<file path="src/rtl/alu_pkg.sv">
package alu_pkg;

   localparam int unsigned OP_W = 4;

   typedef enum logic [1:0] {
      PATH_AND  = 2'b00,
      PATH_OR   = 2'b01,
      PATH_SUM  = 2'b10,
      PATH_LESS = 2'b11
   } path_e;

   typedef struct packed {
      logic  inv_a;
      logic  neg_b;
      path_e path;
   } slice_ctl_t;

   localparam logic [OP_W-1:0] OPC_AND = 4'b0000;
   localparam logic [OP_W-1:0] OPC_OR  = 4'b0001;
   localparam logic [OP_W-1:0] OPC_ADD = 4'b0010;
   localparam logic [OP_W-1:0] OPC_SUB = 4'b0110;
   localparam logic [OP_W-1:0] OPC_SLT = 4'b0111;
   localparam logic [OP_W-1:0] OPC_NOR = 4'b1100;

endpackage

</file>
<file path="src/rtl/alu_op_decode.sv">
module alu_op_decode
   import alu_pkg::*;
(
   input  logic [OP_W-1:0] opcode_i,
   output slice_ctl_t      ctl_o
);

   // Field split: the upper two bits condition the operands and the lower
   // two pick the slice path.
   always_comb begin
      ctl_o.inv_a = opcode_i[3];
      ctl_o.neg_b = opcode_i[2];
      ctl_o.path  = path_e'(opcode_i[1:0]);
   end

endmodule

</file>
<file path="src/rtl/alu_ripple_chain.sv">
module alu_ripple_chain #(
   parameter int unsigned W = 32
) (
   input  logic [W-1:0] x_i,
   input  logic [W-1:0] y_i,
   input  logic         cin_i,
   output logic [W:0]   carry_o
);

   // Carry for each bit position, evaluated serially from bit 0 upward.
   always_comb begin
      logic [W:0] c;
      c[0] = cin_i;
      for (int i = 0; i < int'(W); i++) begin
         c[i+1] = (x_i[i] & y_i[i]) | ((x_i[i] ^ y_i[i]) & c[i]);
      end
      carry_o = c;
   end

endmodule

</file>
<file path="src/rtl/alu_bit_slice.sv">
module alu_bit_slice
   import alu_pkg::*;
(
   input  logic  x_i,
   input  logic  y_i,
   input  logic  cin_i,
   input  logic  less_i,
   input  path_e path_i,
   output logic  res_o,
   output logic  sum_o
);

   always_comb begin
      sum_o = x_i ^ y_i ^ cin_i;
      case (path_i)
         PATH_AND:  res_o = x_i & y_i;
         PATH_OR:   res_o = x_i | y_i;
         PATH_SUM:  res_o = sum_o;
         PATH_LESS: res_o = less_i;
      endcase
   end

endmodule

</file>
<file path="src/rtl/int_alu.sv">
module int_alu
   import alu_pkg::*;
#(
   parameter int unsigned WIDTH       = 32,
   parameter bit          SLT_OVF_FIX = 1'b1
) (
   input  logic [WIDTH-1:0] opnd_a,
   input  logic [WIDTH-1:0] opnd_b,
   input  logic [OP_W-1:0]  op_code,
   output logic [WIDTH-1:0] result,
   output logic             carry_out,
   output logic             overflow,
   output logic             zero
);

   localparam int unsigned MSB = WIDTH - 1;

   generate
      if (WIDTH < 2) begin : g_bad_width
         $error("int_alu: WIDTH must be at least 2");
      end
   endgenerate

   slice_ctl_t       ctl;
   logic [WIDTH-1:0] x_cond;
   logic [WIDTH-1:0] y_cond;
   logic [WIDTH:0]   carry;
   logic [WIDTH-1:0] sum_bits;
   logic             set_raw;
   logic             less_bit0;

   alu_op_decode u_dec (
      .opcode_i (op_code),
      .ctl_o    (ctl)
   );

   // Operand conditioning shared by every slice and by the carry chain.
   assign x_cond = opnd_a ^ {WIDTH{ctl.inv_a}};
   assign y_cond = opnd_b ^ {WIDTH{ctl.neg_b}};

   alu_ripple_chain #(.W(WIDTH)) u_chain (
      .x_i     (x_cond),
      .y_i     (y_cond),
      .cin_i   (ctl.neg_b),
      .carry_o (carry)
   );

   assign overflow  = carry[MSB] ^ carry[WIDTH];
   assign carry_out = carry[WIDTH];
   assign set_raw   = sum_bits[MSB];

   generate
      if (SLT_OVF_FIX) begin : g_less_fixed
         assign less_bit0 = set_raw ^ overflow;
      end else begin : g_less_raw
         assign less_bit0 = set_raw;
      end
   endgenerate

   generate
      for (genvar i = 0; i < int'(WIDTH); i++) begin : g_slice
         logic less_in;
         if (i == 0) begin : g_lsb
            assign less_in = less_bit0;
         end else begin : g_upper
            assign less_in = 1'b0;
         end
         alu_bit_slice u_slice (
            .x_i    (x_cond[i]),
            .y_i    (y_cond[i]),
            .cin_i  (carry[i]),
            .less_i (less_in),
            .path_i (ctl.path),
            .res_o  (result[i]),
            .sum_o  (sum_bits[i])
         );
      end
   endgenerate

   assign zero = ~|result;

   // Cross-checks of the sliced datapath against word-level arithmetic.
   always_comb begin
      if (op_code == OPC_AND) begin
         p_and_r1: assert (result == (opnd_a & opnd_b))
            else $error("R1 AND path mismatch");
      end
      if (op_code == OPC_OR) begin
         p_or_r2: assert (result == (opnd_a | opnd_b))
            else $error("R2 OR path mismatch");
      end
      if (op_code == OPC_ADD) begin
         p_add_r3: assert ({carry_out, result} ==
                           ({1'b0, opnd_a} + {1'b0, opnd_b}) && result == sum_bits)
            else $error("R3 add mismatch");
         p_add_ovf_r5: assert (overflow ==
                               ((opnd_a[MSB] == opnd_b[MSB]) && (result[MSB] != opnd_a[MSB])))
            else $error("R5 add overflow mismatch");
      end
      if (op_code == OPC_SUB) begin
         p_sub_r4: assert (result == (opnd_a - opnd_b) && carry_out == (opnd_a >= opnd_b))
            else $error("R4 subtract mismatch");
         p_sub_ovf_r5: assert (overflow ==
                               ((opnd_a[MSB] != opnd_b[MSB]) && (result[MSB] != opnd_a[MSB])))
            else $error("R5 subtract overflow mismatch");
      end
      if (op_code == OPC_SLT && SLT_OVF_FIX) begin
         p_slt_r7: assert (result[MSB:1] == '0 &&
                           result[0] == ($signed(opnd_a) < $signed(opnd_b)))
            else $error("R7 set-on-less-than mismatch");
      end
      if (op_code == OPC_NOR) begin
         p_nor_r6: assert (result == ~(opnd_a | opnd_b))
            else $error("R6 NOR mismatch");
      end
   end

endmodule

</file>
<file path="config.mk">
export PLATFORM = sky130hd
export DESIGN_NAME = int_alu
export DESIGN_NICKNAME = d
export VERILOG_FILES = /design/src/rtl/alu_pkg.sv /design/src/rtl/alu_op_decode.sv /design/src/rtl/alu_ripple_chain.sv /design/src/rtl/alu_bit_slice.sv /design/src/rtl/int_alu.sv
export SDC_FILE = /design/constraint.sdc
export NUM_CORES = 1
export LEC_CHECK = 0
export BUFFER_PORTS_ARGS = -buffer_cell sky130_fd_sc_hd__buf_2
export CORE_AREA = 2 2 88 81
export DETAILED_ROUTE_END_ITERATION = 10
export DIE_AREA = 0 0 90 83
export MAX_ROUTING_LAYER = met4
export PLACE_DENSITY = 0.79
export SLEW_MARGIN = 20
export SYNTH_ARGS = -nofsm -noshare
export SYNTH_HDL_FRONTEND = slang
export SYNTH_SLANG_ARGS = --single-unit
</file>
<file path="constraint.sdc">
create_clock -name vclk -period 57.1
set_input_delay 11.42 -clock vclk [all_inputs]
set_output_delay 11.42 -clock vclk [all_outputs]
set_load 0.005 [all_outputs]
</file>
==> qor.yml, run 1 <==
outcome:
  status: "finished clean"
detailed_routing:
  drc: 0
  ant_nets: 0
  viasPerCell: 4.826
  wl_per_cell_um: 13.18
  firstDrtPassIters: 4
  wl_mm: 7.288
  drt_iter0_drc: 110
  vias: 2669
logic_synthesis:
  synth.distinct_cells: 29
  syn_nets: 576
  syn_area_um2: 3511
  avgSynthCellArea_um2: 8.522
  synth_cells: 412
  synth_seq_area_share: 0
  yosysWarnings: 0
sta:
  worst_slack_ns: 19.19
  setup_tns_ns: 0
  slew_viol_final: 0
  grt_setup_unrepaired: "no"
  min_period_ns: 37.91
  fin_crit_sh: 0.6640
  relSlewSlack: 0.3854
  fmax_mhz: 26.38
  worst_pin_slew_ns: 0.9219
  hold_violations: 0
  finalSetupViolations: 0
setup_path:
  slowest_delay_ns: 0.53
  worstSetupStartpointType: "input pin"
  path_class: "input pin to output pin"
  crit_required_ns: 45.68
  slowest_stage: "or4_1"
  crit_top_cell: "fa_1"
  critPathMaxFanout: 32
  worstPathArrival_ns: 26.49
  cp-end-kind: "output pin"
run:
  maxCapViolations: 0
final_layout:
  fillers: 639
  synthToLayoutAreaGrowth_pct: 8.161
  final_layout_size_suffix_gt1_frac: 0.2333
  design.seq.count: 0
  regArea_um2: 0
  multiInputGateArea_um2: 2858
  num_antenna_cells: 0
  clkbuf_count: 0
  nNetsFinal: 629
grt:
  grt_max_degree: 75
  grt_antenna_before_repair: 0
  grt_usage: 0.2003
  grt_pass1_wl_mm: 12.39
  grt_pass1_vias: 2762
  overflow: 0
power_and_ir_drop:
  peakVddDrop_mv: 0.007527
  leakagePower_nw: 2.132
  powerDensity_nw_per_um2: 11.64
  power.total_mw: 0.04421
die:
  die-area_um2: 7470
  core_area_um2: 6516
  io_pins: 103
  fp.dieH_um: 83
  die_x_um: 90
  initial_core_util: 0.5388
  row_count: 28
place:
  port_buffers: 103
  place_congestion: 0.8896
  dp.final_hpwl_mm: 6.016
  dp_slack_ns: 19.17
clock_tree:
  cts_hold_buf: 0
  post_cts_buffers: 0
  cts_resized: 0
hold_path:
  hp-class: "input pin to output pin"
[per-stage QoR]
step / util / instances / cell area, um2 / hold WS, ns
5_1_grt: 0.5828 / 553 / 3797 / 23.52
2_1_floorplan: - / 412 / 3511 / 23.20
6_report: 0.5828 / 553 / 3797 / 23.47
3_5_place_dp: 0.5828 / 553 / 3797 / 23.47
3_3_place_gp: 0.5828 / 553 / 3797 / 23.46
4_1_cts: 0.5828 / 553 / 3797 / 23.47
[cells in the final DEF (no fill, tap or decap)]
master,count
buf_4,3
o21ai_0,21
xnor2_1,1
nor2b_1,33
ha_1,64
inv_1,77
xor2_1,65
o22ai_1,10
o31ai_1,1
buf_2,103
nor4_1,4
o221ai_1,1
or4_1,5
fa_1,32
and2b_1,6
nor2_1,1
and2_1,1
o31a_1,19
and4_1,1
o32ai_1,1
mux2i_1,10
nand2_1,1
nand2b_1,1
mux4_2,1
nor2b_4,1
[layer usage]
layer | share of wire | global-route usage
met5 | 0 | -
met4 | 0.011 | 0.01818
met3 | 0.029 | 0.01180
met2 | 0.53 | 0.3923
met1 | 0.43 | 0.2325
[power by group]
group	internal (mW)	total (mW)	switching [mW]	leakage, nW
clock network	0	0	0	0
logic	0.0198	0.0442	0.0244	2.13
registers	0	0	0	0
[worst paths after layout]
path  depth (start not counted)         to       start
max                          43       zero  op_code[3]
min                           6  result[6]   opnd_b[6]
[cells in the mapped netlist]
cell / count / area (um2)
or4_1: 5 / 37.54
nand2_1: 1 / 3.750
nor2b_1: 33 / 206.5
o31a_1: 19 / 166.4
inv_1: 77 / 289.0
xor2_1: 65 / 569.3
buf_6: 2 / 22.52
buf_2: 3 / 15.01
and4_1: 1 / 8.760
mux2i_1: 10 / 100.1
nand2b_1: 1 / 6.260
xnor2_1: 1 / 8.760
buf_8: 1 / 15.01
mux4_2: 1 / 22.52
and2b_1: 6 / 45.04
o221ai_1: 1 / 8.760
clkbuf_1: 12 / 45.04
ha_1: 64 / 800.8
o32ai_1: 1 / 8.760
and2_1: 1 / 6.260
buf_1: 3 / 11.26
o31ai_1: 1 / 7.510
o21ai_0: 21 / 105.1
nor2b_4: 1 / 13.76
nor2_1: 1 / 3.750
buf_4: 34 / 255.2
nor4_1: 4 / 25.02
fa_1: 32 / 640.6
o22ai_1: 10 / 62.56
[cell type report]
class | instances | area share
Inverter | 77 | 0.07611
Tap cell | 90 | 0.02965
Multi-Input combinational cell | 280 | 0.7526
Timing Repair Buffer | 106 | 0.1417
[critical path, delay by kind of cell]
| family | cells | cell delay (ns) |
|---|---|---|
| AOI/OAI and AO/OA | 2 | 0.37 |
| xor gates and xnor gates | 1 | 0.25 |
| buffers and inverters | 4 | 0.72 |
| and+or+nand+nor | 5 | 1.22 |
| adders and majority gates | 31 | 12.46 |
[logic make-up after synthesis]
kind of cell | after synthesis | synth area share
buf+inv | 132 | 0.1860
fa+ha+maj | 96 | 0.4105
mux | 11 | 0.03493
simple gates | 54 | 0.1016
xor+xnor | 66 | 0.1646
compound gates | 53 | 0.1023
(Power assumes the default switching activity.)
==> run 2, diff against run 1 <==
--- a/config.mk
+++ b/config.mk
@@ -6,11 +6,11 @@
 export NUM_CORES = 1
 export LEC_CHECK = 0
 export BUFFER_PORTS_ARGS = -buffer_cell sky130_fd_sc_hd__buf_2
-export CORE_AREA = 2 2 88 81
+export CORE_AREA = 2 2 92 85
 export DETAILED_ROUTE_END_ITERATION = 10
-export DIE_AREA = 0 0 90 83
+export DIE_AREA = 0 0 94 87
 export MAX_ROUTING_LAYER = met4
-export PLACE_DENSITY = 0.79
+export PLACE_DENSITY = 0.76
 export SLEW_MARGIN = 20
 export SYNTH_ARGS = -nofsm -noshare
 export SYNTH_HDL_FRONTEND = slang
==> constraint.sdc (replaced) <==
create_clock -name vclk -period 31
set_input_delay 6.2 -clock vclk [all_inputs]
set_output_delay 6.2 -clock vclk [all_outputs]
set_load 0.005 [all_outputs]
==> run 2 against run 1 <==
  * Flip-flop and latch count unchanged
  * Via count grew 1.0%
  * Cell area rose by 0.20%
  * Final cell count rose by 1.1%
  * Wire length up 2.5%
  * Sequential share of layout area stayed put
  * Non-clock buffer count stayed put
  * Critical path type unchanged
  * Critical endpoint unchanged
  * Largest cell class unchanged
==> qor.yml, run 2 (synthesis results as in run 1) <==
setup_path:
  cp-startpoint: "op_code[3]"  # unchanged
  crit_top_cell: "fa_1"  # unchanged
  worstSetupStartpointType: "input pin"  # unchanged
  crit_required_ns: 24.80  # was 45.68 ns
  slowest_stage: "or4_1"  # unchanged
  cp-end-kind: "output pin"  # unchanged
  worstPathArrival_ns: 21.25  # was 26.49 ns
  path_class: "input pin to output pin"  # unchanged
  slowest_delay_ns: 0.51  # was 0.53 ns
  critPathMaxFanout: 32  # unchanged
  crit_end: "zero"  # unchanged
sta:
  relSlewSlack: 0.3893  # was 0.3854
  min_period_ns: 27.45
  grt_setup_unrepaired: "no"  # unchanged
  fin_crit_sh: 0.8856
  worst_pin_slew_ns: 0.9160  # was 0.9219 ns
  finalSetupViolations: 0  # unchanged
  slew_viol_final: 0  # unchanged
  setup_tns_ns: 0  # unchanged
  hold_violations: 0  # unchanged
  fmax_mhz: 36.43
detailed_routing:
  wl_mm: 7.473  # was 7.288 mm
  ant_nets: 0  # unchanged
  wl_per_cell_um: 13.37  # was 13.18 um
  vias: 2697  # was 2669
  viasPerCell: 4.825  # was 4.826
  firstDrtPassIters: 4  # unchanged
  drt_iter0_drc: 42  # was 110
  drc: 0  # unchanged
clock_tree:
  cts_hold_buf: 0  # unchanged
  cts_resized: 0  # unchanged
  post_cts_buffers: 0  # unchanged
final_layout:
  num_antenna_cells: 0  # unchanged
  design.seq.count: 0  # unchanged
  layout_common_cells: "103 x buf_2, 77 x inv_1, 65 x xor2_1"  # unchanged
  final_layout_size_suffix_gt1_frac: 0.2333  # unchanged
  nNetsFinal: 629  # unchanged
  clkbuf_count: 0  # unchanged
  final_common_cell: "buf_2"  # unchanged
  final_util: 0.5198  # was 0.5828
  regArea_um2: 0  # unchanged
  synthToLayoutAreaGrowth_pct: 8.375  # was 8.161%
place:
  place_congestion: 0.8359  # was 0.8896
  dp.final_hpwl_mm: 6.265  # was 6.016 mm
  port_buffers: 103  # unchanged
hold_path:
  min_from: "opnd_b[7]"  # was opnd_b[6]
  hp-class: "input pin to output pin"  # unchanged
grt:
  grt_pass1_wl_mm: 12.36  # was 12.39 mm
  grt_antenna_before_repair: 0  # unchanged
  overflow: 0  # unchanged
  grt_usage: 0.1925  # was 0.2003
  grt_pass1_vias: 2768  # was 2762
  grt_max_degree: 75  # unchanged
die:
  fp.dieH_um: 87  # was 83 um
  initial_core_util: 0.4797  # was 0.5388
  core_area_um2: 7320  # was 6516 um2
  die_x_um: 94  # was 90 um
  die-area_um2: 8178  # was 7470 um2
  row_count: 30  # was 28
  io_pins: 103  # unchanged
power_and_ir_drop:
  peakVddDrop_mv: 0.01287  # was 0.007527 mV
  powerDensity_nw_per_um2: 21.32  # was 11.64 nW/um2
  leakagePower_nw: 2.132  # unchanged
  power.total_mw: 0.08114  # was 0.04421 mW
outcome:
  status: "finished clean"  # unchanged
run:
  maxCapViolations: 0  # unchanged
run 2: cell counts in the layout (fill, tap and decap cells not counted):
No cell type changed its count.
run 2: worst min path at each step:
stage,end,slack [ns],cells past startpoint
after CTS,result[7],13.04,6
after detailed placement,result[7],13.04,6
after floorplan,result[15],12.76,3
final,result[7],13.03,6
after global placement,result[6],13.02,6
after global routing,result[6],13.10,6
run 2: routing by layer:
| layer | track usage | wire length (um) | part of all wire | vias to the layer above |
|---|---|---|---|---|
| li1 | - | - | - | 1332 |
| met1 | 0.2263 | 3100 | 0.41 | 1279 |
| met2 | 0.3701 | 3949 | 0.53 | 74 |
| met3 | 0.004329 | 277 | 0.037 | 12 |
| met4 | 0.03557 | 146 | 0.020 | 0 |
| met5 | - | 0 | 0 | - |
run 2: report_power, final:
group / switching [mW] / internal, mW
clock: 0 / 0
sequential: 0 / 0
combinational: 0.0450 / 0.0362
run 2: final cells by class:
cell class	count	area, um2
multi-input combinational	280	2858
tap	96	120.1
fill	726	3515
inverter	77	289.0
timing repair buffer	106	538.0
run 2: critical path: cells and delay by family:
| family | cells | cell delay (ns) |
|---|---|---|
| xor gates and xnor gates | 1 | 0.27 |
| buffers and inverters | 4 | 0.72 |
| AOI/OAI and AO/OA | 2 | 0.38 |
| and+or+nand+nor | 5 | 1.19 |
| adders and majority gates | 31 | 12.46 |
run 2: metrics by stage:
step	instances	setup WS (ns)	hold WS, ns	cell area [um2]
2_1_floorplan	412	4.429	12.76	3511
3_3_place_gp	559	3.769	13.02	3805
3_5_place_dp	559	3.486	13.04	3805
4_1_cts	559	3.450	13.04	3805
5_1_grt	559	2.818	13.10	3805
6_report	559	3.548	13.03	3805
==> run 3, diff against run 2 <==
--- a/config.mk
+++ b/config.mk
@@ -6,12 +6,13 @@
 export NUM_CORES = 1
 export LEC_CHECK = 0
 export BUFFER_PORTS_ARGS = -buffer_cell sky130_fd_sc_hd__buf_2
-export CORE_AREA = 2 2 92 85
+export CORE_AREA = 2 2 96 89
 export DETAILED_ROUTE_END_ITERATION = 10
-export DIE_AREA = 0 0 94 87
+export DIE_AREA = 0 0 98 91
 export MAX_ROUTING_LAYER = met4
 export PLACE_DENSITY = 0.76
 export SLEW_MARGIN = 20
 export SYNTH_ARGS = -nofsm -noshare
 export SYNTH_HDL_FRONTEND = slang
+export SYNTH_HIERARCHICAL = 1
 export SYNTH_SLANG_ARGS = --single-unit
==> run 3 against run 2 <==
  * Highest routed layer unchanged
  * Non-clock buffer count shrank 2
  * Synthesized cell count increased by 4.6%
  * Sequential share of layout area stayed put
  * Power up 48%
  * Critical path depth shrank 25
  * Flip-flop and latch count unchanged
  * Critical endpoint unchanged
==> qor.yml, run 3 <==
outcome:
  status: "finished clean"  # unchanged
detailed_routing:
  vias: 3308  # was 2697
  viasPerCell: 5.081  # was 4.825
  wl_mm: 9.079  # was 7.473 mm
  firstDrtPassIters: 4  # unchanged
  ant_nets: 0  # unchanged
  drt_iter0_drc: 94  # was 42
  drc: 0  # unchanged
  wl_per_cell_um: 13.95  # was 13.37 um
setup_path:
  crit_required_ns: 24.80  # about the same
  critPathMaxFanout: 35  # was 32
  worstSetupStartpointType: "input pin"  # unchanged
  worstPathArrival_ns: 11.03  # was 21.25 ns
  cp-end-kind: "output pin"  # unchanged
  path_class: "input pin to output pin"  # unchanged
final_layout:
  final_util: 0.5759  # was 0.5198
  fillers: 702  # was 726
  final_layout_size_suffix_gt1_frac: 0.2681  # was 0.2333
  design.seq.count: 0  # unchanged
  clkbuf_count: 0  # unchanged
  final_common_cell: "buf_2"  # unchanged
  num_antenna_cells: 0  # unchanged
  layout_common_cells: "103 x buf_2, 101 x inv_1, 98 x xor2_1"  # was 103 x buf_2, 77 x inv_1, 65 x xor2_1
  synthToLayoutAreaGrowth_pct: 14.65  # was 8.375%
  nNetsFinal: 718  # was 629
  regArea_um2: 0  # unchanged
grt:
  overflow: 0  # unchanged
  grt_usage: 0.2096  # was 0.1925
  grt_pass1_vias: 3507  # was 2768
  grt_antenna_before_repair: 0  # unchanged
  grt_pass1_wl_mm: 15.51  # was 12.36 mm
  grt_max_degree: 36  # was 75
power_and_ir_drop:
  seqPwrFrac: 0  # about the same
  powerDensity_nw_per_um2: 26.42  # was 21.32 nW/um2
  internal-power_mw: 0.05690  # was 0.03617 mW
  p_sw_frac: 0.5250  # was 0.5542
  peakVddDrop_mv: 0.01551  # was 0.01287 mV
  clkPwrFrac: 0  # about the same
  p_sw_mw: 0.06288  # was 0.04497 mW
  leakagePower_nw: 2.653  # was 2.132 nW
  combPwrFrac: 1.000  # about the same
die:
  fp.dieH_um: 91  # was 87 um
  io_pins: 103  # unchanged
  die_x_um: 98  # was 94 um
  initial_core_util: 0.5023  # was 0.4797
  row_count: 31  # was 30
  core_area_um2: 7874  # was 7320 um2
  die-area_um2: 8918  # was 8178 um2
place:
  dp.final_hpwl_mm: 7.565  # was 6.265 mm
  place_congestion: 0.8832  # was 0.8359
  port_buffers: 103  # unchanged
clock_tree:
  post_cts_buffers: 0  # unchanged
  cts_resized: 0  # unchanged
  cts_hold_buf: 0  # unchanged
logic_synthesis:
  synth.distinct_cells: 34  # was 29
  netlist_top_cells_count: "101 x inv_1, 98 x xor2_1, 96 x ha_1, 32 x mux4_2, 24 x a21o_1"  # was 77 x inv_1, 65 x xor2_1, 64 x ha_1, 34 x buf_4, 33 x nor2b_1
  yosys-top-cells-area: "ha_1 30%, xor2_1 22%, mux4_2 18%, inv_1 9.6%, a21o_1 4.6%"  # was ha_1 23%, fa_1 18%, xor2_1 16%, inv_1 8.2%, buf_4 7.3%
  yosysWarnings: 6  # was 0
  avgSynthCellArea_um2: 9.176  # was 8.522 um2
  yosysTopAreaCell: "ha_1"  # unchanged
  synth_most_common_cell: "inv_1"  # unchanged
  synth_top_cell_area_share: 0.3037  # was 0.2281
  synth_seq_area_share: 0  # unchanged
  synth_cells: 431  # was 412
  syn_area_um2: 3955  # was 3511 um2
sta:
  relSlewSlack: 0.3091  # was 0.3893
  min_period_ns: 17.23  # was 27.45 ns
  fmax_mhz: 58.04  # was 36.43 MHz
  hold_violations: 0  # unchanged
  fin_crit_sh: 0.5558  # was 0.8856
  finalSetupViolations: 0  # unchanged
  setup_tns_ns: 0  # unchanged
  worst_pin_slew_ns: 1.036  # was 0.9160 ns
  slew_viol_final: 0  # unchanged
  grt_setup_unrepaired: "no"  # unchanged
hold_path:
  hp-class: "input pin to output pin"  # unchanged
run:
  maxCapViolations: 0  # unchanged
run 3: cell count changes after synthesis, moves of 9 or more:
cell / delta
a21o_1: +24
a21oi_1: +9
buf_4: -29
clkbuf_1: -12
fa_1: -32
ha_1: +32
inv_1: +24
mux2i_1: -10
mux4_2: +31
nor2b_1: -33
o21ai_0: -17
o22ai_1: -10
o31a_1: -19
xor2_1: +33
run 3: path summary, 6_finish.rpt:
path	slack [ns]	cells after the start	from	end
hold / removal	13.10	6	opnd_b[31]	carry_out
setup / recovery	13.77	18	op_code[2]	zero
run 3: cells by family after synthesis:
group                      Yosys count  synth area share
buffers and inverters              114            0.1414
xor gates and xnor gates            98            0.2170
adders and majority gates           96            0.3037
AOI/OAI and AO/OA                   57            0.1091
and+or+nand+nor                     33           0.04556
muxes                               32            0.1822
other                                1         0.0009482
run 3: power by group through the flow:
stage	Combinational (mW)	Clock, mW	Sequential (mW)
after floorplan	0.0876	0	0
after global placement	0.115	0	0
after detailed placement	0.119	0	0
after CTS	0.120	0	0
after global routing	0.135	0	0
final	0.120	0	0
run 3: worst max-delay path, stage by stage:
cell and delay [ns]:
buf_2 0.77, xor2_1 0.33, ha_1 0.34, a21oi_2 0.16, nand2_2 0.08, o41ai_2 0.26, o211ai_1 0.18, o41ai_2 0.41
a31oi_2 0.20, a31oi_2 0.28, o21ai_1 0.14, xor2_1 0.20, xor2_1 0.15, mux4_2 0.49, nor4_1 0.36, nand4_1 0.15
nor2_1 0.17, buf_2 0.14
run 3: layout make-up:
| class | instances | area, um2 | share of cell area |
|---|---|---|---|
| Timing Repair Buffer | 104 | 523.0 | 0.1153 |
| Multi-Input combinational cell | 347 | 3508 | 0.7737 |
| Inverter | 101 | 379.1 | 0.08361 |
| Tap cell | 99 | 123.9 | 0.02732 |
run 3: routing by layer:
metal  vias up  part of all wire  track usage
met1      1550              0.43       0.2558
met4         0            0.0090      0.03241
met5         -                 0            -
met3        10             0.053      0.01848
met2        94              0.51       0.3830
li1       1654                 -            -
run 3: per-stage QoR:
stage | cells | power, mW | hold WS [ns] | cell area, um2 | setup slack, ns
floorplan | 461 | 0.08756 | 12.84 | 4068 | 14.83
global placement | 651 | 0.1145 | 13.09 | 4534 | 13.89
detailed placement | 651 | 0.1194 | 13.10 | 4534 | 13.77
CTS | 651 | 0.1202 | 13.10 | 4534 | 13.75
global route | 651 | 0.1350 | 13.16 | 4534 | 13.36
finish | 651 | 0.1198 | 13.10 | 4534 | 13.77
